`src/rtl/sc_tx_pkg.sv`:
```
package sc_tx_pkg;

  // Character sequencer states
  typedef enum logic [2:0] {
    ST_IDLE  = 3'd0,
    ST_SEND  = 3'd1,
    ST_STOP1 = 3'd2,
    ST_STOP2 = 3'd3,
    ST_STOP3 = 3'd4
  } tx_state_e;

  // Number of framing bits around the data field (start + parity)
  localparam int FRAME_EXTRA = 2;

endpackage

```
`src/rtl/sc_tx_bit_timer.sv`:
```
module sc_tx_bit_timer #(
  parameter int CNT_W = 16
) (
  input  logic             clk,
  input  logic             rst,
  input  logic             run,
  input  logic [CNT_W-1:0] period,
  output logic             tick,
  output logic             tick_next
);

  localparam logic [CNT_W-1:0] ONE = {{(CNT_W-1){1'b0}}, 1'b1};

  logic [CNT_W-1:0] cnt_q;

  // tick marks the final cycle of a bit period
  assign tick      = run && (cnt_q == period - ONE);
  // tick_next predicts that the following cycle is a final cycle
  assign tick_next = tick ? (period == ONE) : ((cnt_q + ONE) == (period - ONE));

  always_ff @(posedge clk) begin
    if (rst) begin
      cnt_q <= '0;
    end else if (!run || tick) begin
      cnt_q <= '0;
    end else begin
      cnt_q <= cnt_q + ONE;
    end
  end

  // counter never reaches the period while a character runs
  a_r3_count_below_period: assert property (@(posedge clk) disable iff (rst)
    run |-> (cnt_q < period));

endmodule

```
`src/rtl/sc_tx_frame.sv`:
```
module sc_tx_frame #(
  parameter int DATA_W = 8
) (
  input  logic              clk,
  input  logic              rst,
  input  logic              load,
  input  logic              rewind,
  input  logic              advance,
  input  logic [DATA_W-1:0] data,
  output logic              next_bit,
  output logic              last
);

  import sc_tx_pkg::*;

  localparam int FRAME_W = DATA_W + FRAME_EXTRA;
  localparam int IDX_W   = $clog2(FRAME_W);
  localparam logic [IDX_W-1:0] LAST_IDX = IDX_W'(FRAME_W - 1);

  logic [FRAME_W-1:0] frame_w;
  logic [FRAME_W-1:0] saved_q;
  logic [FRAME_W-1:0] sh_q;
  logic [IDX_W-1:0]   idx_q;

  // parity on top, data in the middle, start bit at the bottom
  assign frame_w = {^data, data, 1'b0};

  always_ff @(posedge clk) begin
    if (rst) begin
      saved_q <= '1;
      sh_q    <= '1;
      idx_q   <= '0;
    end else if (load) begin
      saved_q <= frame_w;
      sh_q    <= frame_w;
      idx_q   <= '0;
    end else if (rewind) begin
      sh_q    <= saved_q;
      idx_q   <= '0;
    end else if (advance) begin
      sh_q    <= {1'b1, sh_q[FRAME_W-1:1]};
      idx_q   <= idx_q + 1'b1;
    end
  end

  assign next_bit = sh_q[1];
  assign last     = (idx_q == LAST_IDX);

  // the sequencer never steps past the parity bit
  a_r2_no_step_past_parity: assert property (@(posedge clk) disable iff (rst)
    advance |-> !last);

  // bit index stays inside the frame
  a_r2_index_in_frame: assert property (@(posedge clk) disable iff (rst)
    idx_q <= LAST_IDX);

endmodule

```
`src/rtl/sc_char_tx.sv`:
```
module sc_char_tx #(
  parameter int DIV_W   = 16,
  parameter int RETRY_W = 3,
  parameter int DATA_W  = 8
) (
  input  logic               clk,
  input  logic               rst,
  input  logic [DIV_W-1:0]   bit_div,
  input  logic [RETRY_W-1:0] retry_limit,
  input  logic [DATA_W-1:0]  tx_byte,
  input  logic               tx_valid,
  output logic               tx_ready,
  input  logic               line_in,
  output logic               line_oe,
  output logic               line_out,
  output logic               tx_fail
);

  import sc_tx_pkg::*;

  localparam logic [DIV_W-1:0] DIV_ONE = {{(DIV_W-1){1'b0}}, 1'b1};

  tx_state_e          state_q, nxt;
  logic [DIV_W-1:0]   div_q;
  logic [RETRY_W-1:0] maxr_q, retry_q, retry_d;
  logic               err_q, err_d, drop_q, drop_d;
  logic               ready_q, ready_d;
  logic               oe_q, oe_d, out_q, out_d;
  logic               fail_q, fail_d;
  logic               load, rewind, advance, finish;
  logic               tick, tick_next, next_bit, last;
  logic               accept;

  assign accept = tx_valid && ready_q;

  sc_tx_bit_timer #(.CNT_W(DIV_W)) u_timer (
    .clk       (clk),
    .rst       (rst),
    .run       (state_q != ST_IDLE),
    .period    (div_q),
    .tick      (tick),
    .tick_next (tick_next)
  );

  sc_tx_frame #(.DATA_W(DATA_W)) u_frame (
    .clk      (clk),
    .rst      (rst),
    .load     (load),
    .rewind   (rewind),
    .advance  (advance),
    .data     (tx_byte),
    .next_bit (next_bit),
    .last     (last)
  );

  always_comb begin
    nxt     = state_q;
    load    = 1'b0;
    rewind  = 1'b0;
    advance = 1'b0;
    finish  = 1'b0;
    oe_d    = oe_q;
    out_d   = out_q;
    fail_d  = 1'b0;
    err_d   = err_q;
    drop_d  = drop_q;
    retry_d = retry_q;
    case (state_q)
      ST_IDLE: finish = 1'b1;
      ST_SEND: begin
        if (tick) begin
          if (last) begin
            nxt   = ST_STOP1;
            oe_d  = 1'b0;
            out_d = 1'b1;
          end else begin
            advance = 1'b1;
            out_d   = next_bit;
          end
        end
      end
      ST_STOP1: begin
        if (tick) begin
          nxt    = ST_STOP2;
          err_d  = !line_in;
          drop_d = !line_in && (retry_q == maxr_q);
          oe_d   = line_in;
          out_d  = 1'b1;
        end
      end
      ST_STOP2: begin
        if (tick) begin
          if (err_q) begin
            nxt   = ST_STOP3;
            oe_d  = 1'b1;
            out_d = 1'b1;
          end else begin
            finish = 1'b1;
          end
        end
      end
      ST_STOP3: begin
        if (tick) begin
          if (drop_q) begin
            finish = 1'b1;
            fail_d = 1'b1;
          end else begin
            nxt     = ST_SEND;
            rewind  = 1'b1;
            retry_d = retry_q + 1'b1;
            oe_d    = 1'b1;
            out_d   = 1'b0;
          end
        end
      end
      default: nxt = ST_IDLE;
    endcase
    if (finish) begin
      if (accept) begin
        nxt     = ST_SEND;
        load    = 1'b1;
        oe_d    = 1'b1;
        out_d   = 1'b0;
        retry_d = '0;
      end else begin
        nxt   = ST_IDLE;
        oe_d  = 1'b0;
        out_d = 1'b1;
      end
    end
    ready_d = (nxt == ST_IDLE) ||
              (tick_next && (((nxt == ST_STOP2) && !err_d) ||
                             ((nxt == ST_STOP3) && drop_d)));
  end

  always_ff @(posedge clk) begin
    if (rst) begin
      state_q <= ST_IDLE;
      div_q   <= DIV_ONE;
      maxr_q  <= '0;
      retry_q <= '0;
      err_q   <= 1'b0;
      drop_q  <= 1'b0;
      ready_q <= 1'b1;
      oe_q    <= 1'b0;
      out_q   <= 1'b1;
      fail_q  <= 1'b0;
    end else begin
      state_q <= nxt;
      retry_q <= retry_d;
      err_q   <= err_d;
      drop_q  <= drop_d;
      ready_q <= ready_d;
      oe_q    <= oe_d;
      out_q   <= out_d;
      fail_q  <= fail_d;
      if (load) begin
        div_q  <= (bit_div == '0) ? DIV_ONE : bit_div;
        maxr_q <= retry_limit;
      end
    end
  end

  assign tx_ready = ready_q;
  assign line_oe  = oe_q;
  assign line_out = out_q;
  assign tx_fail  = fail_q;

  // idle means released line and ready
  a_r1_idle_quiet: assert property (@(posedge clk) disable iff (rst)
    (state_q == ST_IDLE) |-> (!oe_q && ready_q));

  // data bits are always actively driven
  a_r2_send_driven: assert property (@(posedge clk) disable iff (rst)
    (state_q == ST_SEND) |-> oe_q);

  // line released during the first stop bit
  a_r4_stop1_released: assert property (@(posedge clk) disable iff (rst)
    (state_q == ST_STOP1) |-> !oe_q);

  // guard stop bit is driven high
  a_r6_stop3_high: assert property (@(posedge clk) disable iff (rst)
    (state_q == ST_STOP3) |-> (oe_q && out_q));

  // failure indication lasts a single cycle
  a_r7_fail_single: assert property (@(posedge clk) disable iff (rst)
    fail_q |=> !fail_q);

  // resend count never exceeds the captured limit
  a_r7_retry_bound: assert property (@(posedge clk) disable iff (rst)
    (state_q != ST_IDLE) |-> (retry_q <= maxr_q));

  // no acceptance while bits or the first stop bit are in flight
  a_r8_busy_not_ready: assert property (@(posedge clk) disable iff (rst)
    ((state_q == ST_SEND) || (state_q == ST_STOP1)) |-> !ready_q);

endmodule

```
`config.mk`:
```
export PLATFORM = sky130hd
export DESIGN_NAME = sc_char_tx
export DESIGN_NICKNAME = d
export VERILOG_FILES = /design/src/rtl/sc_tx_pkg.sv /design/src/rtl/sc_tx_bit_timer.sv /design/src/rtl/sc_tx_frame.sv /design/src/rtl/sc_char_tx.sv
export SDC_FILE = /design/constraint.sdc
export NUM_CORES = 1
export LEC_CHECK = 0
export BUFFER_PORTS_ARGS = -buffer_cell sky130_fd_sc_hd__buf_2
export CAP_MARGIN = 20
export CORE_ASPECT_RATIO = 0.5
export CORE_MARGIN = 1
export CORE_UTILIZATION = 38
export CTS_CLUSTER_SIZE = 10
export DETAILED_ROUTE_END_ITERATION = 7
export PLACE_DENSITY = 0.6
export REMOVE_ABC_BUFFERS = 1
export SLEW_MARGIN = 20
export SYNTH_ARGS = -nofsm -noshare
export SYNTH_HDL_FRONTEND = slang
export SYNTH_SLANG_ARGS = --single-unit
```
`constraint.sdc`:
```
create_clock -name clk -period 3.3 [get_ports clk]
set_input_delay 0.495 -clock clk [delete_from_list [all_inputs] [get_ports clk]]
set_output_delay 0.495 -clock clk [all_outputs]
set_load 0.005 [all_outputs]
```
Yosys cells after proc, flatten, opt, wreduce, memory -nomap -nowiden:

Index checks and enable logic that the tools add are counted.
Widths: inputs -> output; s select.

* register bits: 71
* word-level logic and storage cells: 115
* input port bits: 31
* output and inout port bits: 4

* eq/ne operators: 18
* add/subtract/negate cells: 4
* reduce and logical (&&, ||, !) cells: 24
* bitwise gates (word level): 1
* multiplexer cells: 54

Operators with widths (count)
* $mux 3: 13
* $mux 1: 33
* $eq 16x16->1: 2
* $mux 10: 3
* $add 16x1->16 const B: 1
* $eq 16x1->1 const B: 1
* $logic_not 16->1: 1
* $mux 16: 1
* $sub 16x1->16 const B: 1
* $pmux 3 s5: 1
* $ne 3x2->1 const B: 4
* $eq 3x2->1 const B: 3
* $ne 3x3->1 const B: 3
* $pmux 1 s4: 2
* $reduce_and 8->1: 1
* $reduce_xor 8->1: 1
* $reduce_and 7->1: 1
* $eq 3x3->1 const B: 2
* $logic_and 1x1->1: 6
* $logic_not 3->1: 2
* $reduce_bool 3->1: 2
* $reduce_bool 5->1: 1
* $add 4x1->4 const B: 1
* $eq 4x4->1 const B: 1
* other kinds (9): 14

Depth between registers and ports, before layout:

* depth in word-level cells: 11
* depth in mapped cells: 12
* depth with buffers taken out: 11

Modules after synthesis:

From an unflattened synthesis, not the netlist that was laid out.

* cell total of the unflattened synthesis: 494
* area, all modules: 4176.5 um^2

By module, submodules not included
* sc_tx_bit_timer: times used 1, area an instance 1724.2 um^2, cells an instance 219, seq. area each 320.3 um^2
* sc_char_tx: times used 1, area an instance 1456.4 um^2, cells an instance 154, seq. area each 620.6 um^2
* sc_tx_frame: times used 1, area an instance 996.0 um^2, cells an instance 121, seq. area each 440.4 um^2

Worst setup path after synthesis:

OpenSTA, ideal clock, no wires.

* path type: register to register
* start point: register div_q[0]
* end point: register div_q[11]
* path buffers: 2
* clock period less this slack: 3192 ps
* cell stages (with the launch flop): 13
* path slack: 108 ps
* data required time: 3183 ps
* library setup time: 117 ps
* arrival: 3075 ps
* cell sequence: dfxtp_1 > inv_1 > ha_1 > or3b_1 > nor3_1 > xor3_1 > nor4_1 > nand4_2 > o21ai_1 > buf_2 > nor2_1 > buf_2 > a22o_1

* longest elaborated chain between the ends: 6
* elaborated cells between the ends (all ways): 7
* classes of those cells: add/sub (1); eq/ne (1); mux (4); reduce/logical (1)

RTL lines
* start, declared: line sc_char_tx.sv:24 `logic [DIV_W-1:0] div_q;`
* start signal, assigned: line sc_char_tx.sv:158 `div_q <= (bit_div == '0) ? DIV_ONE : bit_div;`
* $sub 16x1->16 *: line sc_tx_bit_timer.sv:17 `assign tick = run && (cnt_q == period - ONE);`
* $eq 16x16->1 *: line sc_tx_bit_timer.sv:17
* $logic_and 1x1->1 *: line sc_tx_bit_timer.sv:17
* $mux 1 (on tied branches): line sc_char_tx.sv:103, sc_char_tx.sv:92
* $pmux 1 s3 *: line sc_char_tx.sv:68 `case (state_q)`
* $mux 1 *: line sc_char_tx.sv:118 `if (finish) begin`

Mark *: on every way between the ends. The rest lies on a longest branch, timed or not.
A chain may end at the register's enable or synchronous reset.

Worst setup path in the final report:

* start point: register div_q[7]
* end point: register u_frame.sh_q[9]

* longest elaborated chain between the ends: 7
* elaborated cells between the ends (all ways): 14
* classes of those cells: add/sub (1); eq/ne (1); mux (10); reduce/logical (2)

RTL lines
* $sub 16x1->16 *: line sc_tx_bit_timer.sv:17
* $eq 16x16->1 *: line sc_tx_bit_timer.sv:17
* $logic_and 1x1->1 *: line sc_tx_bit_timer.sv:17
* $mux 1 (on tied branches): line sc_char_tx.sv:103, sc_char_tx.sv:92
* $pmux 1 s3 or $mux 1 (tied branches): line sc_char_tx.sv:68
* $mux 1 or $mux 10 (tied branches): line sc_char_tx.sv:118, sc_tx_frame.sv:37
* $reduce_bool 3->1 (no line) or $mux 10 (tied branches)
* end signal, assigned: line sc_tx_frame.sv:35 `sh_q <= frame_w;`
* end signal, assigned: line sc_tx_frame.sv:38 `sh_q <= saved_q;`
* end signal, assigned: line sc_tx_frame.sv:41 `sh_q <= {1'b1, sh_q[FRAME_W-1:1]};`
* end, declared: line sc_tx_frame.sv:22 `logic [FRAME_W-1:0] sh_q;`

Marks and branches as above.

==> impl_metrics.env <==
export IMPL_slew_headroom=0.594
export IMPL_grt_pass1_vias=3106
export IMPL_crit_buf_inv=2
export IMPL_worstPathArrival_ps=3390
export IMPL_holdPathStages=2
export IMPL_fmax_ghz=0.317
export IMPL_dr_total_vias=3545
export IMPL_ant_nets=0
export IMPL_die_area_um2=11100
export IMPL_reg2regPathDepth=10
export IMPL_outcome="finished with violations"
export IMPL_ys_flop_type="dfxtp_1"
export IMPL_synth_edf_count=0
export IMPL_ys_top_cells_by_count="dfxtp_1, nand2_1, nor2_1"
export IMPL_yosys_top_cells_area="dfxtp_1, xnor2_1, nand2_1"
export IMPL_fin_crit_ps=3150
export IMPL_min_path_type="in -> reg"
export IMPL_final_layout_size_suffix_gt1_frac=0.208
export IMPL_cap_violations=0
export IMPL_finalHoldViolCount=0
export IMPL_htreeDepth=3
export IMPL_ys_seq_area_frac=0.342
export IMPL_yosysUniqueCellTypes=68
export IMPL_path_class="reg -> reg"
export IMPL_postSynth_asyncResetShare=0
export IMPL_worstReg2RegStart="div_q[7]"
export IMPL_critPathRequiredTime_ps=3540
export IMPL_yosysTopAreaCell="dfxtp_1"
export IMPL_synth_warnings=0
export IMPL_antenna_found_initial=0
export IMPL_final_area_um2=4820
export IMPL_skew_ps=9.44
export IMPL_synth_top_cell_area_share=0.342
export IMPL_power_leakage_nw=1.81
export IMPL_start_util=0.394
export IMPL_max_stage_delay_ps=610
export IMPL_min_from="bit_div[4]"
export IMPL_p_per_area_nw_per_um2=490
export IMPL_fin_ws_ps=147
export IMPL_fp_dieH_um=74.9
export IMPL_path_clk_slew_ps=60
export IMPL_vias_per_cell=5.27
export IMPL_io_pins=35
export IMPL_min_period_over_period=0.956
export IMPL_drt_wirelength_per_cell_um=14.3
export IMPL_crit_path_start_kind="flip-flop"
export IMPL_cp_max_fo=14
export IMPL_critPathCaptureType="flip-flop"
export IMPL_worst_pin_slew_ps=605
export IMPL_cts_path_max_buffers=2
export IMPL_reg2reg_slack_ps=150
export IMPL_clk_latency_ps=350
export IMPL_antenna_cells=0
export IMPL_syn_avg_cell_area_um2=8.42
export IMPL_overflow=0
export IMPL_grt_total_usage=0.185
export IMPL_area_delta_synth_final_pct=19.5
export IMPL_tritoncts="done"
export IMPL_drc=1
export IMPL_vdd_drop_max_v=0.000277
export IMPL_drt_pass1_iterations=7
export IMPL_die_width_um=148
export IMPL_hold_buffers=0
export IMPL_port_buffer_count=34
export IMPL_clockRootBuffer="clkbuf_16"
export IMPL_fp_row_count=26
export IMPL_place_congestion=0.843
export IMPL_slowest_stage="or4_4"
export IMPL_layout_nets=565
export IMPL_synth_most_common_cell="dfxtp_1"
export IMPL_ys_seq_elements=69
export IMPL_hpwlAfterDp_um=7050
export IMPL_place_area_um2=4440
export IMPL_synth_area_um2=4040
export IMPL_cts_made_buffers=9
export IMPL_grt_max_degree=31
export IMPL_violations="DRC"
export IMPL_holdPathEnd="div_q[4]"
export IMPL_final_util=0.471
export IMPL_routed_wirelength_um=9600
export IMPL_cp_top_family="simple AND/OR/NAND/NOR gates"
export IMPL_dp_slack_ps=18.7
export IMPL_crit_chain="or4_4 > nor2_1 > a31oi_1 > a211oi_2 > nand4_2 > buf_4 > nor4_4 > buf_4 > nor2_1 > mux2_2"
export IMPL_synthCells=479
export IMPL_hold_slack_ps=376
export IMPL_drt_iter0_drc=183
export IMPL_r2r_end="u_frame.sh_q[9]"
export IMPL_grt_pass1_wl_um=15900
export IMPL_maxSlewViolCount=0
export IMPL_coreArea_um2=10200
export IMPL_clock_sinks=69
export IMPL_setup_viol=0
-- kinds of logic after synthesis --
family          Yosys count  share of synthesized area
simple gates            200                      0.261
compound gates           89                      0.156
flops                    69                      0.342
xor+xnor                 68                      0.151
buf+inv                  39                     0.0493
mux                       7                     0.0180
fa+ha+maj                 7                     0.0214
-- how the worst max path moves through the flow --
stage                        start               end  slack (ps)  cells past startpoint
after floorplan           div_q[0]         div_q[11]        -420                     10
after global placement    div_q[1]           line_oe          80                     13
after detailed placement  div_q[1]          tx_ready          20                     13
after CTS                 div_q[1]          tx_ready          30                     13
after global routing      div_q[5]  u_frame.idx_q[3]          -2                     13
final                     div_q[7]   u_frame.sh_q[9]         150                     10
-- flip-flops by register name (all words and copies together) (netlist names) --
name,count
tx_ready,1
u_frame.idx_q,4
div_q,16
line_oe,1
retry_q,3
tx_fail,1
state_q,3
u_frame.saved_q,9
u_timer.cnt_q,16
line_out,1
err_q,1
maxr_q,3
drop_q,1
u_frame.sh_q,9
-- power by group --
group	leakage (nW)	switching [W]	internal, W	total, W
Sequential	0.564	0.0000426	0.000882	0.000925
Combinational	1.10	0.000244	0.000222	0.000466
Clock	0.142	0.000384	0.000587	0.000971
Total	1.81	0.000671	0.00169	0.00236
-- stage by stage --
step           power (W)  setup TNS [ps]  cells
2_1_floorplan    0.00122           -8670    452
3_3_place_gp     0.00138               0    653
3_5_place_dp     0.00138               0    653
4_1_cts          0.00236               0    669
5_1_grt          0.00248           -1.79    673
6_report         0.00236               0    673
-- layer usage --
layer | track usage | part of all wire | vias up
met5 | 0 | 0 | -
met4 | 0.0779 | 0.010 | 0
met3 | 0.0448 | 0.038 | 8
met2 | 0.299 | 0.48 | 71
met1 | 0.242 | 0.48 | 1665
li1 | - | - | 1801
-- cell usage in the layout, fill, tap and decap left out, types with 3 or more instances in the layout --
cell type / synthesis / routed
buf_4: 1 / 30
or3_1: 4 / 4
ha_1: 6 / 6
buf_2: 9 / 34
mux2i_1: 5 / 5
a22oi_1: 8 / 8
nor4_1: 10 / 10
xor2_1: 22 / 22
dfxtp_1: 69 / 67
a22o_1: 11 / 11
nor3_1: 13 / 11
inv_1: 12 / 11
nand3_1: 22 / 22
a211oi_1: 5 / 4
or4_1: 3 / 3
and3_1: 3 / 3
nor2b_1: 4 / 4
nor4_4: 3 / 3
nor3_2: 1 / 3
a31oi_1: 4 / 4
a21oi_1: 24 / 23
xnor2_1: 45 / 45
nand2_1: 59 / 59
o21ai_1: 3 / 4
nand3b_1: 3 / 3
nand4_1: 4 / 4
nor2_1: 50 / 49
o21ai_0: 9 / 8
clkbuf_16: 0 / 9
-- layout make-up --
class	count	area [µm²]
fill	1029	5430
multi-input combinational	371	2500
sequential	69	1380
timing repair buffer	65	415
clock buffer	9	225
tap	140	175
clock inverter	7	72.6
inverter	12	45.0
-- worst reg2reg max path, cell delays in order, from the launching register on --
cell and delay (ps):
dfxtp_1 370, or4_4 610, nor2_1 400, a31oi_1 270
a211oi_2 250, nand4_2 180, buf_4 200, nor4_4 180
buf_4 260, nor2_1 70, mux2_2 260
-- what timing repair did --
item                                    in CTS  in global routing
endpoints found under the setup margin       1                 33
endpoints found under the hold margin        0                  0
pin swaps                                    0                  5
setup buffers                                0                  4
resized for setup                            1                 12
gates cloned                                 0                  0
(Power assumes the default switching activity.)
